`config.mk`:
```
export PLATFORM = sky130hd
export DESIGN_NAME = pc_seq
export DESIGN_NICKNAME = d
export VERILOG_FILES = /design/src/rtl/pc_seq.sv
export SDC_FILE = /design/constraint.sdc
export NUM_CORES = 1
export LEC_CHECK = 0
export ABC_AREA = 1
export BUFFER_PORTS_ARGS = -buffer_cell sky130_fd_sc_hd__buf_2
export CAP_MARGIN = 10
export CORE_MARGIN = 8
export CORE_UTILIZATION = 60
export DETAILED_ROUTE_END_ITERATION = 7
export PLACE_DENSITY = 0.9
export SLEW_MARGIN = 20
export SYNTH_ARGS = -nofsm -noshare
export SYNTH_HDL_FRONTEND = slang
export SYNTH_SLANG_ARGS = --single-unit
```
`constraint.sdc`:
```
create_clock -name clk -period 4.8 [get_ports clk]
set_input_delay 0.72 -clock clk [delete_from_list [all_inputs] [get_ports clk]]
set_output_delay 0.72 -clock clk [all_outputs]
set_load 0.05 [all_outputs]
```
`src/rtl/pc_seq.sv`:
```
module pc_seq #(
  parameter int AW      = 15,
  parameter int PAGE_W  = 7,
  parameter int SHORT_W = 12,
  parameter int OFF_W   = 7,
  parameter int REL_MIN = -31,
  parameter int REL_MAX = 32
) (
  input  logic                    clk,
  input  logic                    rst_n,
  input  logic                    advance,
  input  logic [1:0]              jump_kind,
  input  logic [AW-1:0]           jump_target,
  input  logic signed [OFF_W-1:0] rel_off,
  input  logic                    cond_strobe,
  input  logic                    cond_pass,
  output logic [AW-1:0]           pc,
  output logic [PAGE_W-1:0]       pc_page,
  output logic                    squash,
  output logic                    illegal_rel
);
  localparam logic [1:0] K_SEQ = 2'd0, K_LONG = 2'd1, K_SHORT = 2'd2, K_REL = 2'd3;

  logic          skip_q;
  logic          rel_ok;
  logic [AW-1:0] pc_inc, rel_sum, pc_nx;

  assign rel_ok  = (int'(rel_off) >= REL_MIN) && (int'(rel_off) <= REL_MAX) && (int'(rel_off) != 1);
  assign pc_inc  = pc + {{(AW-1){1'b0}}, 1'b1};
  assign rel_sum = pc + {{(AW-OFF_W){rel_off[OFF_W-1]}}, rel_off};

  always_comb begin
    pc_nx = pc_inc;
    if (!skip_q) begin
      case (jump_kind)
        K_LONG:  pc_nx = jump_target;
        K_SHORT: pc_nx = {pc[AW-1:SHORT_W], jump_target[SHORT_W-1:0]};
        K_REL:   pc_nx = rel_ok ? rel_sum : pc_inc;
        default: pc_nx = pc_inc;
      endcase
    end
  end

  always_ff @(posedge clk or negedge rst_n) begin
    if (!rst_n) begin
      pc     <= '0;
      skip_q <= 1'b0;
    end else if (advance) begin
      pc     <= pc_nx;
      skip_q <= !skip_q && cond_strobe && !cond_pass;
    end
  end

  assign pc_page     = pc[AW-1:AW-PAGE_W];
  assign squash      = skip_q;
  assign illegal_rel = advance && !skip_q && (jump_kind == K_REL) && !rel_ok;
endmodule

```
==> summary by stage, run 1 <==
Status
The flow ran to the end, and the final reports show no timing, DRC or antenna violations.

Detailed routing
The final route contains roughly 2,800 vias. The first routing iteration left 270 violations. The routed length per instance is roughly 14 um. For this run, the detailed router's first-pass iteration total came to 6.

The total routed wirelength is about 7 mm. The ratio of routed vias to standard cells is 5.72. The post-detailed-route count of antenna-violating nets is 0. For this run, design rule violations remaining after detail routing come to 0.

Die
In this run the count of I/O pins placed on the die edge is 53. The floorplan step set the die width to between 70 and 80 um. The die is slightly below 80 um tall. The initial utilization of the core area, before any placement, comes to a little over three fifths.

The floorplan step defined a die boundary enclosing roughly 6100 um2. The count of standard-cell rows is 22. The core area is approximately 3700 um2.

Synth
The per-instance average area after synthesis is just under 6 um2. The number of nets handed over by synthesis was roughly 450. The mapped netlist covers ~2300 um2. Counting flops with a built-in enable in the synthesized netlist gives 0. The synthesized netlist cell count is about 400. The share of the Yosys chip area taken by registers is between 15 and 20%. The netlist uses 36 different library cells. The synthesized design contains 16 register bits. Yosys printed 0 warnings. The fraction of synthesis flops using an asynchronous set or reset pin is 100%. The top-area cell type share of the netlist area is about a fifth. The most frequently used flop master after synthesis is dfrtp_1. In the post-synthesis netlist, the biggest area contributors are nand2_1, dfrtp_1, inv_1. The cell taking the most area after synthesis is nand2_1.

Clock tree
Counting the buffers created by CTS gives 3. The number of setup buffers added after CTS is 0. The clock transition time at the flip-flop clock pins of the worst setup and hold paths is about 60 ps. The number of gates resized after CTS was 0. The clock latency on the worst-skew pair is about 250 ps. The clock net sink count is 16. In this run the number of H-tree levels came out at 1. The clock tree root buffer cell is clkbuf_8.

The number of buffers on the longest clock path is 2. TritonCTS built the clock tree. In this run, post-CTS hold repair placed 0 buffers.

Final layout
The library cells used most frequently in the layout, excluding fill and tap cells, are nand2_1, inv_1, buf_2, nor2_1, nand3_1. The number of inserted diodes is 0. Compared with the post-synthesis result, the final layout area differs by 12.0%.

The number of nets in the final layout is slightly below 500. The commonest non-fill, non-tap cell in the layout is nand2_1. Once layout is done, the placed cells without fillers occupy 2620 um2.

The layout cell share with drive strength beyond 1 is about 18%. The utilization after layout is about 70%.

Worst setup path
STA classifies the critical path endpoint as an output port. The launching point of the worst reg2reg path is pc[0]. In this design, the stage delay of the slowest critical-path cell is 430 ps. The kind of start point of the critical path is a primary input. The capture instance of the worst register-to-register path is pc[10]. The critical path crosses 6 cells after its start point. In this run the register-to-register setup slack is ~2700 ps. The data arrival time of the critical path is a little over 2000 ps. The depth of the most critical reg-to-reg path is 12. The critical path contains buffers and inverters numbering 3 combined. In this design, the largest share of critical-path delay is due to buffers and inverters. The maximum net fanout on the critical path is 15. The endpoint of the worst setup timing path is illegal_rel. The critical path is of the primary input to output port type. Walking the worst path, the cells encountered are buf_2 > nand2_2 > inv_1 > nand2_1 > nor3_1 > buf_2.

In this run the worst setup path begins at jump_kind[1]. STA puts the critical path data required time at slightly above 4000 ps. The library cell appearing most often on the critical path is buf_2. The critical path's slowest cell is inv_1.

Global route
The aggregate global routing overflow is 0. The number of antenna violations at the first check in global routing is 0. The global-route wire length before repair is 11.5 mm. The number of global-route vias before repair is between 2,000 and 3,000. The global-route total usage across every layer is 22.3%. Entering global routing, the biggest net connects 17 pins.

Timing
Based on the critical path, the design can be clocked at up to around 0.36 GHz. Clock skew on the completed layout was measured at between 2 and 2.5 ps. At the pin with the least slew margin, the transition time is 500 ps. Measured against its own limit, the worst slew margin works out to 66.6%. Setup violations remaining at the end of the flow were counted as 0. For the finished layout, the period the worst path requires is 2770 ps. Hold timing on the final database bottoms out at a slack of slightly below 400 ps. The number of hold violations in the final report is 0. The aggregate negative setup slack is 0 ps. The max-slew violation count came to 0. Setup repair after global routing left no endpoint under its margin. The part of the cycle the worst path needs is between 50% and 60%.

Worst hold path
The path class of the tightest hold or removal check is primary input to async pin.

Place
In this run the tool buffered the top-level ports with 52 buffer cells. Routability-driven placement finished with a final weighted congestion of around 1. The placement-stage cell area is roughly 2600 um2. The placed wire-length estimate after detailed placement is 5.59 mm.

Power
IR analysis of the VDD net gives a maximum drop of 0.239 mV. For this design the static power due to leakage is around 1.5 nW. The power per cell area is approximately 360 nW/um2.

Flow run
Across the run, the number of max-cap violations was 0.
-- power breakdown --
| part | internal [mW] | switching (mW) |
|---|---|---|
| combinational | 0.188 | 0.431 |
| clock | 0.0557 | 0.0471 |
| sequential | 0.160 | 0.0596 |
-- cell usage after synthesis (3+ instances only) --
cell type	count
a21oi_1	25
a21oi_2	4
a31oi_1	3
buf_4	7
clkbuf_1	4
dfrtp_1	16
ha_1	15
inv_1	52
inv_2	4
nand2_1	128
nand2_2	4
nand3_1	35
nand4_1	8
nor2_1	46
nor2_2	4
o21ai_0	7
o21ai_1	6
xnor2_1	3
xor2_1	7
-- layer usage --
| metal | track usage, % | vias to the layer above | wire (um) |
|---|---|---|---|
| met4 | 8.52 | 0 | 173 |
| met1 | 26.3 | 1250 | 2860 |
| met3 | 3.42 | 25 | 682 |
| met2 | 39.4 | 166 | 3320 |
| met5 | 0 | - | 0 |
| li1 | - | 1377 | - |
-- layout make-up --
cell class,instances,area (um2)
Tap cell,48,60.1
Clock buffer,3,41.3
Multi-Input combinational cell,317,1640
Fill cell,351,1100
Inverter,56,210
Timing Repair Buffer,53,268
Sequential cell,16,400
-- how the worst min path moves through the flow --
stage           start     end  slack, ps  cells after the start
6_report        rst_n   pc[9]        390                      1
5_1_grt         rst_n   pc[5]        410                      1
4_1_cts         rst_n   pc[0]        390                      1
3_5_place_dp    pc[5]   pc[5]        640                      2
3_3_place_gp   pc[14]  pc[14]        620                      2
2_1_floorplan   rst_n   pc[0]        420                      0
-- through the flow --
step | setup WS, ps | std cells | total power, mW
after detailed placement | 2060 | 490 | 0.828
final | 2030 | 493 | 0.941
after global placement | 2150 | 490 | 0.816
after floorplan | 1770 | 403 | 0.695
after CTS | 2050 | 493 | 0.934
after global routing | 1940 | 493 | 1.01
-- cell families (layout without fill, tap and decap cells) --
logic type               Yosys count  after routing  share of synthesized area, %
flip-flops                        16             16                          17.1
adder cells (fa/ha/maj)           16             16                          8.90
AO/OA/AOI/OAI                     54             54                          13.3
AND/OR/NAND/NOR                  237            237                          44.1
XOR/XNOR                          10             10                          3.75
buffers and inverters             70            112                          12.8
-- flip-flops by register name, summed over array words and instances (netlist names) --
signal  flops
pc         15
squash      1
No activity file was read; power rests on OpenSTA's default activity.
==> inputs of run 2 (changes only) <==
--- a/config.mk
+++ b/config.mk
@@ -5,13 +5,13 @@
 export SDC_FILE = /design/constraint.sdc
 export NUM_CORES = 1
 export LEC_CHECK = 0
-export ABC_AREA = 1
+export ABC_AREA = 0
 export BUFFER_PORTS_ARGS = -buffer_cell sky130_fd_sc_hd__buf_2
 export CAP_MARGIN = 10
 export CORE_MARGIN = 8
-export CORE_UTILIZATION = 60
+export CORE_UTILIZATION = 49
 export DETAILED_ROUTE_END_ITERATION = 7
-export PLACE_DENSITY = 0.9
+export PLACE_DENSITY = 0.8
 export SLEW_MARGIN = 20
 export SYNTH_ARGS = -nofsm -noshare
 export SYNTH_HDL_FRONTEND = slang
==> constraint.sdc (replaced) <==
create_clock -name clk -period 2.3 [get_ports clk]
set_input_delay 0.345 -clock clk [delete_from_list [all_inputs] [get_ports clk]]
set_output_delay 0.345 -clock clk [all_outputs]
set_load 0.05 [all_outputs]
==> run 2 against run 1 <==
Compared with the run above:
- first-iteration DRC count down 2.2%
- critical path type unchanged
- worst setup slack worse by 2000 ps
- utilization decreased by 6.7 points
- synthesized cell count is 28% lower
==> summary by stage, run 2 <==
Synth
The commonest cells after synthesis are nor2_1, o21ai_0, a21oi_1. The summed instance area of the synthesized netlist is 2130 um2 (-8.6%). The number of different library cells in the post-synthesis netlist is 56 (+56%). The post-synth net total is 336 (-25%). The cell taking the most area after synthesis is dfrtp_1. The fraction of the yosys area taken by sequential cells is 18.8% (+1.6 points).

The top-area cell type share of the netlist area is 18.8% (-1.8 points). The synthesis-stage register bit count is 16 (unchanged). The fraction of synthesis flops using an asynchronous set or reset pin is 100% (unchanged). The synthesized netlist cell count is 291 (-28%). The number of flops mapped to enable cells by yosys is 0 (unchanged). Ranked by total cell area, the synthesized netlist is headed by dfrtp_1, ha_1, o21ai_0. The per-instance average area after synthesis is 7.33 um2 (+27%). By instance count, the leading cell after synthesis is nor2_1. For this run, the leading register cell type out of synthesis is dfrtp_1. The count of yosys warnings during synthesis is 0 (unchanged).

Timing
The maximum clock rate is about 0.44 GHz. The number of hold violations in the final report was 0 (unchanged). The final count of negative-setup-slack endpoints came to 0 (unchanged).

The relative slew slack is 57.1% (-9.5 points). The final critical path takes up 98.8% of the cycle. The time the final worst path needs with I/O delays and setup is approximately 2300 ps. The clock skew after layout is 6.25 ps (+3.97 ps). The slew at the pin closest to its max-slew limit was 641 ps (+140 ps). The max-slew violation count came to 0 (unchanged). The aggregate negative setup slack is 0 ps (unchanged).

Detailed routing
The ratio of routed vias to standard cells is 6.46 (+13%). The routed length per instance is 18.9 um (+33%). The count of routing violations after the opening detailed-route iteration is 264 (-2.2%). The post-route DRC violation count came to 0 (unchanged). The first-pass detailed-route iteration total is 6 (unchanged). The total routed wirelength came to 7.80 mm (+11%).

The post-detailed-route count of antenna-violating nets was 0 (unchanged). The via total after detailed routing is 2,663 (-5.5%).

Die
The core area is 4260 um2 (+15%). The I/O pin count is 53 (unchanged). The starting density of the core is 50.0% (-13 points). The count of standard-cell rows is 24 (+9.1%).

The area of the die is 6720 um2 (+9.4%). The die outline height is 82.0 um (+4.6%). The width of the die came to 82.0 um (+4.6%).

Final layout
The number of inserted diodes is 0 (unchanged). The utilization after layout was 63.7% (-6.7 points). The register with the most flip-flops in the final layout is pc.

The flip-flop count of the largest register after layout is 15 (unchanged). Leaving out fill and tap cells, the most frequent cell in the layout is buf_2. The post-layout instance count excluding filler cells is 412 (-16%). The fill cell total of the finished layout is 396 (+13%). The layout cell share with drive strength beyond 1 is 30.3% (+12 points).

The number of nets in the final layout is 406 (-17%). The area of all placed cells without fillers is 2720 um2 (+3.8%). The layout-stage area growth over the synthesis result is 27.3%.

In the layout the commonest cells are buf_2, buf_4, nor2_1, o21ai_0, a21oi_1.

Global route
The aggregate global routing overflow is 0 (unchanged). The global-route wire length before repair was 12.2 mm (+5.9%). The maximum number of pins on one net before global-route repair is 21 (+4). The global-route total usage across every layer came to 22.9% (+0.57 points).

The number of global-route vias before repair is 2,490 (-5.0%). The number of antenna violations at the first check in global routing was 0 (unchanged).

Clock tree
The H-tree level count came to 1 (unchanged). The setup fix buffers added after clock tree synthesis came to 0 (unchanged). The clock latency on the worst-skew pair was 260 ps (about the same). The number of CTS-inserted buffers is 3 (unchanged). The number of hold buffers added after CTS is 0 (unchanged). TritonCTS built the clock tree. The number of buffers on the longest clock path is 2 (unchanged). CTS placed an instance of clkbuf_8 at the clock tree root. The clock net sink count is 16 (unchanged). The clock transition time at the flip-flop clock pins of the worst setup and hold paths is 80 ps (+20 ps).

Power
The power per cell area was 906 nW/um2 (+150%). The maximum vdd drop is 0.511 mV (+110%). The leakage power figure was 1.23 nW (-17%).

Worst setup path
The kind of start point of the critical path is a primary input. The internal reg-to-reg setup slack is 50 ps (-2620 ps). The worst setup path is captured at an output port. The depth of the most critical reg-to-reg path is 8 (-4).

The maximum net fanout on the critical path is 5 (-10). The origin of the worst setup path is rel_off[2]. The required time of the worst setup path was 1960 ps (-2120 ps). The data arrival time of the critical path is 1930 ps (-120 ps). The type of the setup path with the least slack is primary input to output port. The endpoint of the worst setup timing path is illegal_rel. The worst register-to-register path ends at pc[14]. The launching point of the worst reg2reg path is pc[0].

Worst hold path
The worst hold-check path type is primary input to async pin.

Flow run
The max capacitance violation total is 0 (unchanged).

Place
The final weighted congestion of routability-driven global placement is 0.964 (-1.4%). The placement-stage cell area came to 2610 um2 (+1.6%). The placed wire-length estimate after detailed placement is 5.94 mm (+6.3%). The number of input and output port buffers inserted is 52 (unchanged).

The cell count after placement is 408 (-17%).

Status
The flow ran to the end, and the final reports show no timing, DRC or antenna violations.
[run 2: how the worst min path moves through the flow]
stage                   to  slack [ps]  depth (start not counted)
floorplan            pc[0]          50                          0
global placement    pc[14]         310                          1
detailed placement  squash         310                          1
CTS                 squash          30                          1
global route        squash          50                          1
finish              squash          20                          1
[run 2: per-stage QoR]
stage / power, mW / hold slack (ps) / setup WS (ps)
floorplan: 1.67 / 49.4 / -1.78
CTS: 2.38 / 30.2 / 13.3
global route: 2.60 / 53.2 / -53.7
detailed placement: 2.10 / 311 / -101
global placement: 2.08 / 308 / -17.5
finish: 2.46 / 15.7 / 26.7
[run 2: worst max-delay path, cell delays in order]
cell and delay, ps:
buf_2 120, nor4_2 450, mux2i_2 410, nand2_1 190, nor2_1 140, buf_2 270
[run 2: repair_timing]
action,CTS,global route
resized for setup,1,8
endpoints found under the setup margin,3,9
pin swaps,1,1
[run 2: routing by layer]
metal | global-route usage [%] | routed length, um | share of wire [%] | vias to the layer above
li1 | - | - | - | 1236
met1 | 29.1 | 3170 | 41 | 1248
met2 | 38.2 | 3660 | 47 | 161
met3 | 2.74 | 741 | 9.5 | 18
met4 | 9.12 | 227 | 2.9 | 0
met5 | 0 | 0 | 0 | -
[run 2: power breakdown]
| part | internal, mW | switching [mW] |
|---|---|---|
| logic | 0.626 | 1.09 |
| clock network | 0.152 | 0.127 |
| registers | 0.353 | 0.108 |
[run 2: cells by family after synthesis]
| family | after synthesis | share of synthesized area, % |
|---|---|---|
| AOI/OAI and AO/OA | 114 | 34.4 |
| and+or+nand+nor | 99 | 22.1 |
| buffers and inverters | 25 | 5.86 |
| adders and majority gates | 16 | 9.74 |
| DFF | 16 | 18.8 |
| xor gates and xnor gates | 13 | 5.34 |
| muxes | 8 | 3.87 |
[run 2: area by class of cell]
cell class / instances / area (um2) / area share, %
multi-input cells: 250 / 1660 / 61.2
flip-flops and latches: 16 / 403 / 14.8
clock buffers: 4 / 55.1 / 2.03
well taps: 52 / 65.1 / 2.40
repair buffers: 86 / 515 / 19.0
inverters: 4 / 15.0 / 0.553
==> inputs of run 3 (changes only) <==
--- a/config.mk
+++ b/config.mk
@@ -5,12 +5,12 @@
 export SDC_FILE = /design/constraint.sdc
 export NUM_CORES = 1
 export LEC_CHECK = 0
-export ABC_AREA = 0
 export BUFFER_PORTS_ARGS = -buffer_cell sky130_fd_sc_hd__buf_2
 export CAP_MARGIN = 10
 export CORE_MARGIN = 8
 export CORE_UTILIZATION = 49
 export DETAILED_ROUTE_END_ITERATION = 7
+export MAX_ROUTING_LAYER = met4
 export PLACE_DENSITY = 0.8
 export SLEW_MARGIN = 20
 export SYNTH_ARGS = -nofsm -noshare
==> run 3 against run 2 <==
Compared with the run above:
- wire length is 0.42% lower
- worst hold slack worse by 4.8 ps
- utilization shrank 0.088 points
- highest routed layer unchanged
==> summary by stage, run 3 (synthesis results as in run 2) <==
Status
The flow ran to the end, and the final reports show no timing, DRC or antenna violations.

Timing
The final count of negative-setup-slack endpoints is 0 (unchanged). The max-slew violation count is 0 (unchanged). The number of hold violations in the final report is 0 (unchanged). The maximum clock rate was 0.451 GHz (+2.6%). The slew at the pin closest to its max-slew limit is 594 ps (-46.6 ps).

The time the final worst path needs with I/O delays and setup is 2220 ps (-56.9 ps). The relative slew slack is 60.0% (+2.9 points). The part of the cycle the worst path needs is 96.4% (-2.5 points). The aggregate negative setup slack is 0 ps (unchanged). Setup repair after global routing left no endpoint under its margin. The clock skew after layout is 3.97 ps (-2.28 ps).

Detailed routing
The first-pass detailed-route iteration total is 5 (-1). The total routed wirelength is 7.77 mm (-0.42%). The met2 wirelength from detailed routing is 3.71 mm (+1.5%). The post-route met1 wirelength is 3.18 mm (+0.19%).

The ratio of routed vias to standard cells is 6.56 (+1.4%). The routed length on met3 is 576 um (-22%). The routed length per instance is 18.8 um (-0.90%). The post-route DRC violation count was 0 (unchanged).

The post-detailed-route count of antenna-violating nets is 0 (unchanged). The via total after detailed routing is 2,714 (+1.9%). The count of routing violations after the opening detailed-route iteration was 235 (-11%).

The detailed router used layers up to and including met4.

Worst setup path
The kind of start point of the critical path is a primary input. In this run the critical register-to-register path is captured at pc[14]. STA classifies the critical path endpoint as an output port. The launching point of the worst reg2reg path is pc[0]. The maximum net fanout on the critical path was 5 (unchanged). The type of the setup path with the least slack is primary input to output port. The origin of the worst setup path is rel_off[2]. The data arrival time of the critical path was 1870 ps (-60 ps). The internal reg-to-reg setup slack is 100 ps (+50 ps).

The depth of the most critical reg-to-reg path was 8 (unchanged). The required time of the worst setup path is 1960 ps (about the same).

Die
The width of the die is 82.0 um (unchanged). The area of the die came to 6720 um2 (unchanged). The I/O pin count was 53 (unchanged). The starting density of the core is 50.0% (unchanged). The die outline height is 82.0 um (unchanged).

The count of standard-cell rows is 24 (unchanged). The core area was 4260 um2 (unchanged).

Clock tree
The number of buffers on the longest clock path is 2 (unchanged). The H-tree level count came to 1 (unchanged). The number of hold buffers added after CTS is 0 (unchanged). TritonCTS built the clock tree. The clock transition time at the flip-flop clock pins of the worst setup and hold paths is 80 ps (about the same). The clock latency on the worst-skew pair is 270 ps (about the same). The number of CTS-inserted buffers came to 3 (unchanged). The clock net sink count came to 16 (unchanged).

The tree is rooted in a clkbuf_8.

Final layout
The layout cell share with drive strength beyond 1 is 29.6% (-0.72 points). The largest register by flop count is pc. Leaving out fill and tap cells, the most frequent cell in the layout is buf_2. The flip-flop count of the largest register after layout is 15 (unchanged). The area of all placed cells without fillers is 2710 um2 (-0.14%). The number of inserted diodes is 0 (unchanged). The number of nets in the final layout is 408 (+0.49%). The sequential cell area was 403 um2 (unchanged). The multi-input gate area in the final layout came to 1640 um2 (-1.3%). The top cell types in the final layout, fill and taps aside, are buf_2, buf_4, nor2_1, a21oi_1, o21ai_0. The layout-stage area growth over the synthesis result is 27.1%.

The fill cell total of the finished layout is 402 (+1.5%).

Worst hold path
The tightest min-delay check is of the primary input to async pin type.

Global route
The maximum number of pins on one net before global-route repair came to 21 (unchanged). The number of antenna violations at the first check in global routing was 0 (unchanged). The aggregate global routing overflow is 0 (unchanged). The number of global-route vias before repair is 2,570 (+3.2%). The global-route wire length before repair was 12.4 mm (+2.1%).

The global-route total usage across every layer came to 24.0% (+1.2 points).

Power
The leakage power figure is 1.23 nW (about the same). The maximum vdd drop is 0.467 mV (-8.6%). The internal power is 1.13 mW (-0.41%). The power spent charging and discharging nets is 1.32 mW (-0.54%). The switching share of total power is 54.0% (about the same). The combinational share of power came to 69.7% (-0.2 points). The part of the total power dissipated in sequential elements is 18.7% (about the same). The power per cell area is 903 nW/um2 (-0.34%). The portion of total power attributed to the clock network is 11.6% (+0.3 points).

Place
The placement-stage cell area is 2630 um2 (+0.57%). The number of input and output port buffers inserted is 52 (unchanged). The placed wire-length estimate after detailed placement is 5.96 mm (+0.30%). The final weighted congestion of routability-driven global placement is 0.946 (-1.9%).

Flow run
The max capacitance violation total came to 0 (unchanged).
## run 3: layout make-up
class / count / share of cell area, %
clock buffer: 4 / 2.03
inverter: 4 / 0.554
multi-input combinational: 250 / 60.5
sequential: 16 / 14.9
tap: 52 / 2.40
timing repair buffer: 88 / 19.7
## run 3: per-layer routing
metal,global-route usage (%),up-vias
met1,28.8,1281
met3,1.86,28
met4,12.8,0
li1,-,1241
met2,39.2,164
met5,-,-
## run 3: worst max path at each step
stage                  endpoint  slack [ps]
floorplan                pc[14]          -2
CTS                       pc[4]          10
global route        illegal_rel           5
finish              illegal_rel          80
detailed placement        pc[4]         -90
global placement         pc[14]         -20
## run 3: timing repair
action,CTS,global route
cloned,0,0
resized for setup,2,6
setup endpoints to repair,2,8
buffers inserted,0,0
pin swaps,0,1
## run 3: through the flow
step           total power [mW]  hold slack, ps  cells  util, %  worst slack, ps
5_1_grt                    2.59            42.2    414     63.6             5.25
6_report                   2.45            10.9    414     63.6             83.6
3_3_place_gp               2.09             314    410     61.6            -19.5
4_1_cts                    2.41            27.9    414     63.1             12.6
3_5_place_dp               2.12             319    410     61.6            -87.4
2_1_floorplan              1.67            49.4    291        -            -1.78
## run 3: power groups by stage
stage | Combinational, mW | Sequential (mW) | Clock (mW)
final | 1.71 | 0.458 | 0.285
after global routing | 1.83 | 0.472 | 0.292
after CTS | 1.67 | 0.456 | 0.282
after detailed placement | 1.65 | 0.461 | 0
after global placement | 1.63 | 0.458 | 0
after floorplan | 0.957 | 0.713 | 0
## run 3: critical path, cell delays in order
cell and delay (ps):
buf_2 130, or4_4 550, o211ai_2 270, nand2_1 200, nor2_1 140, clkbuf_4 240
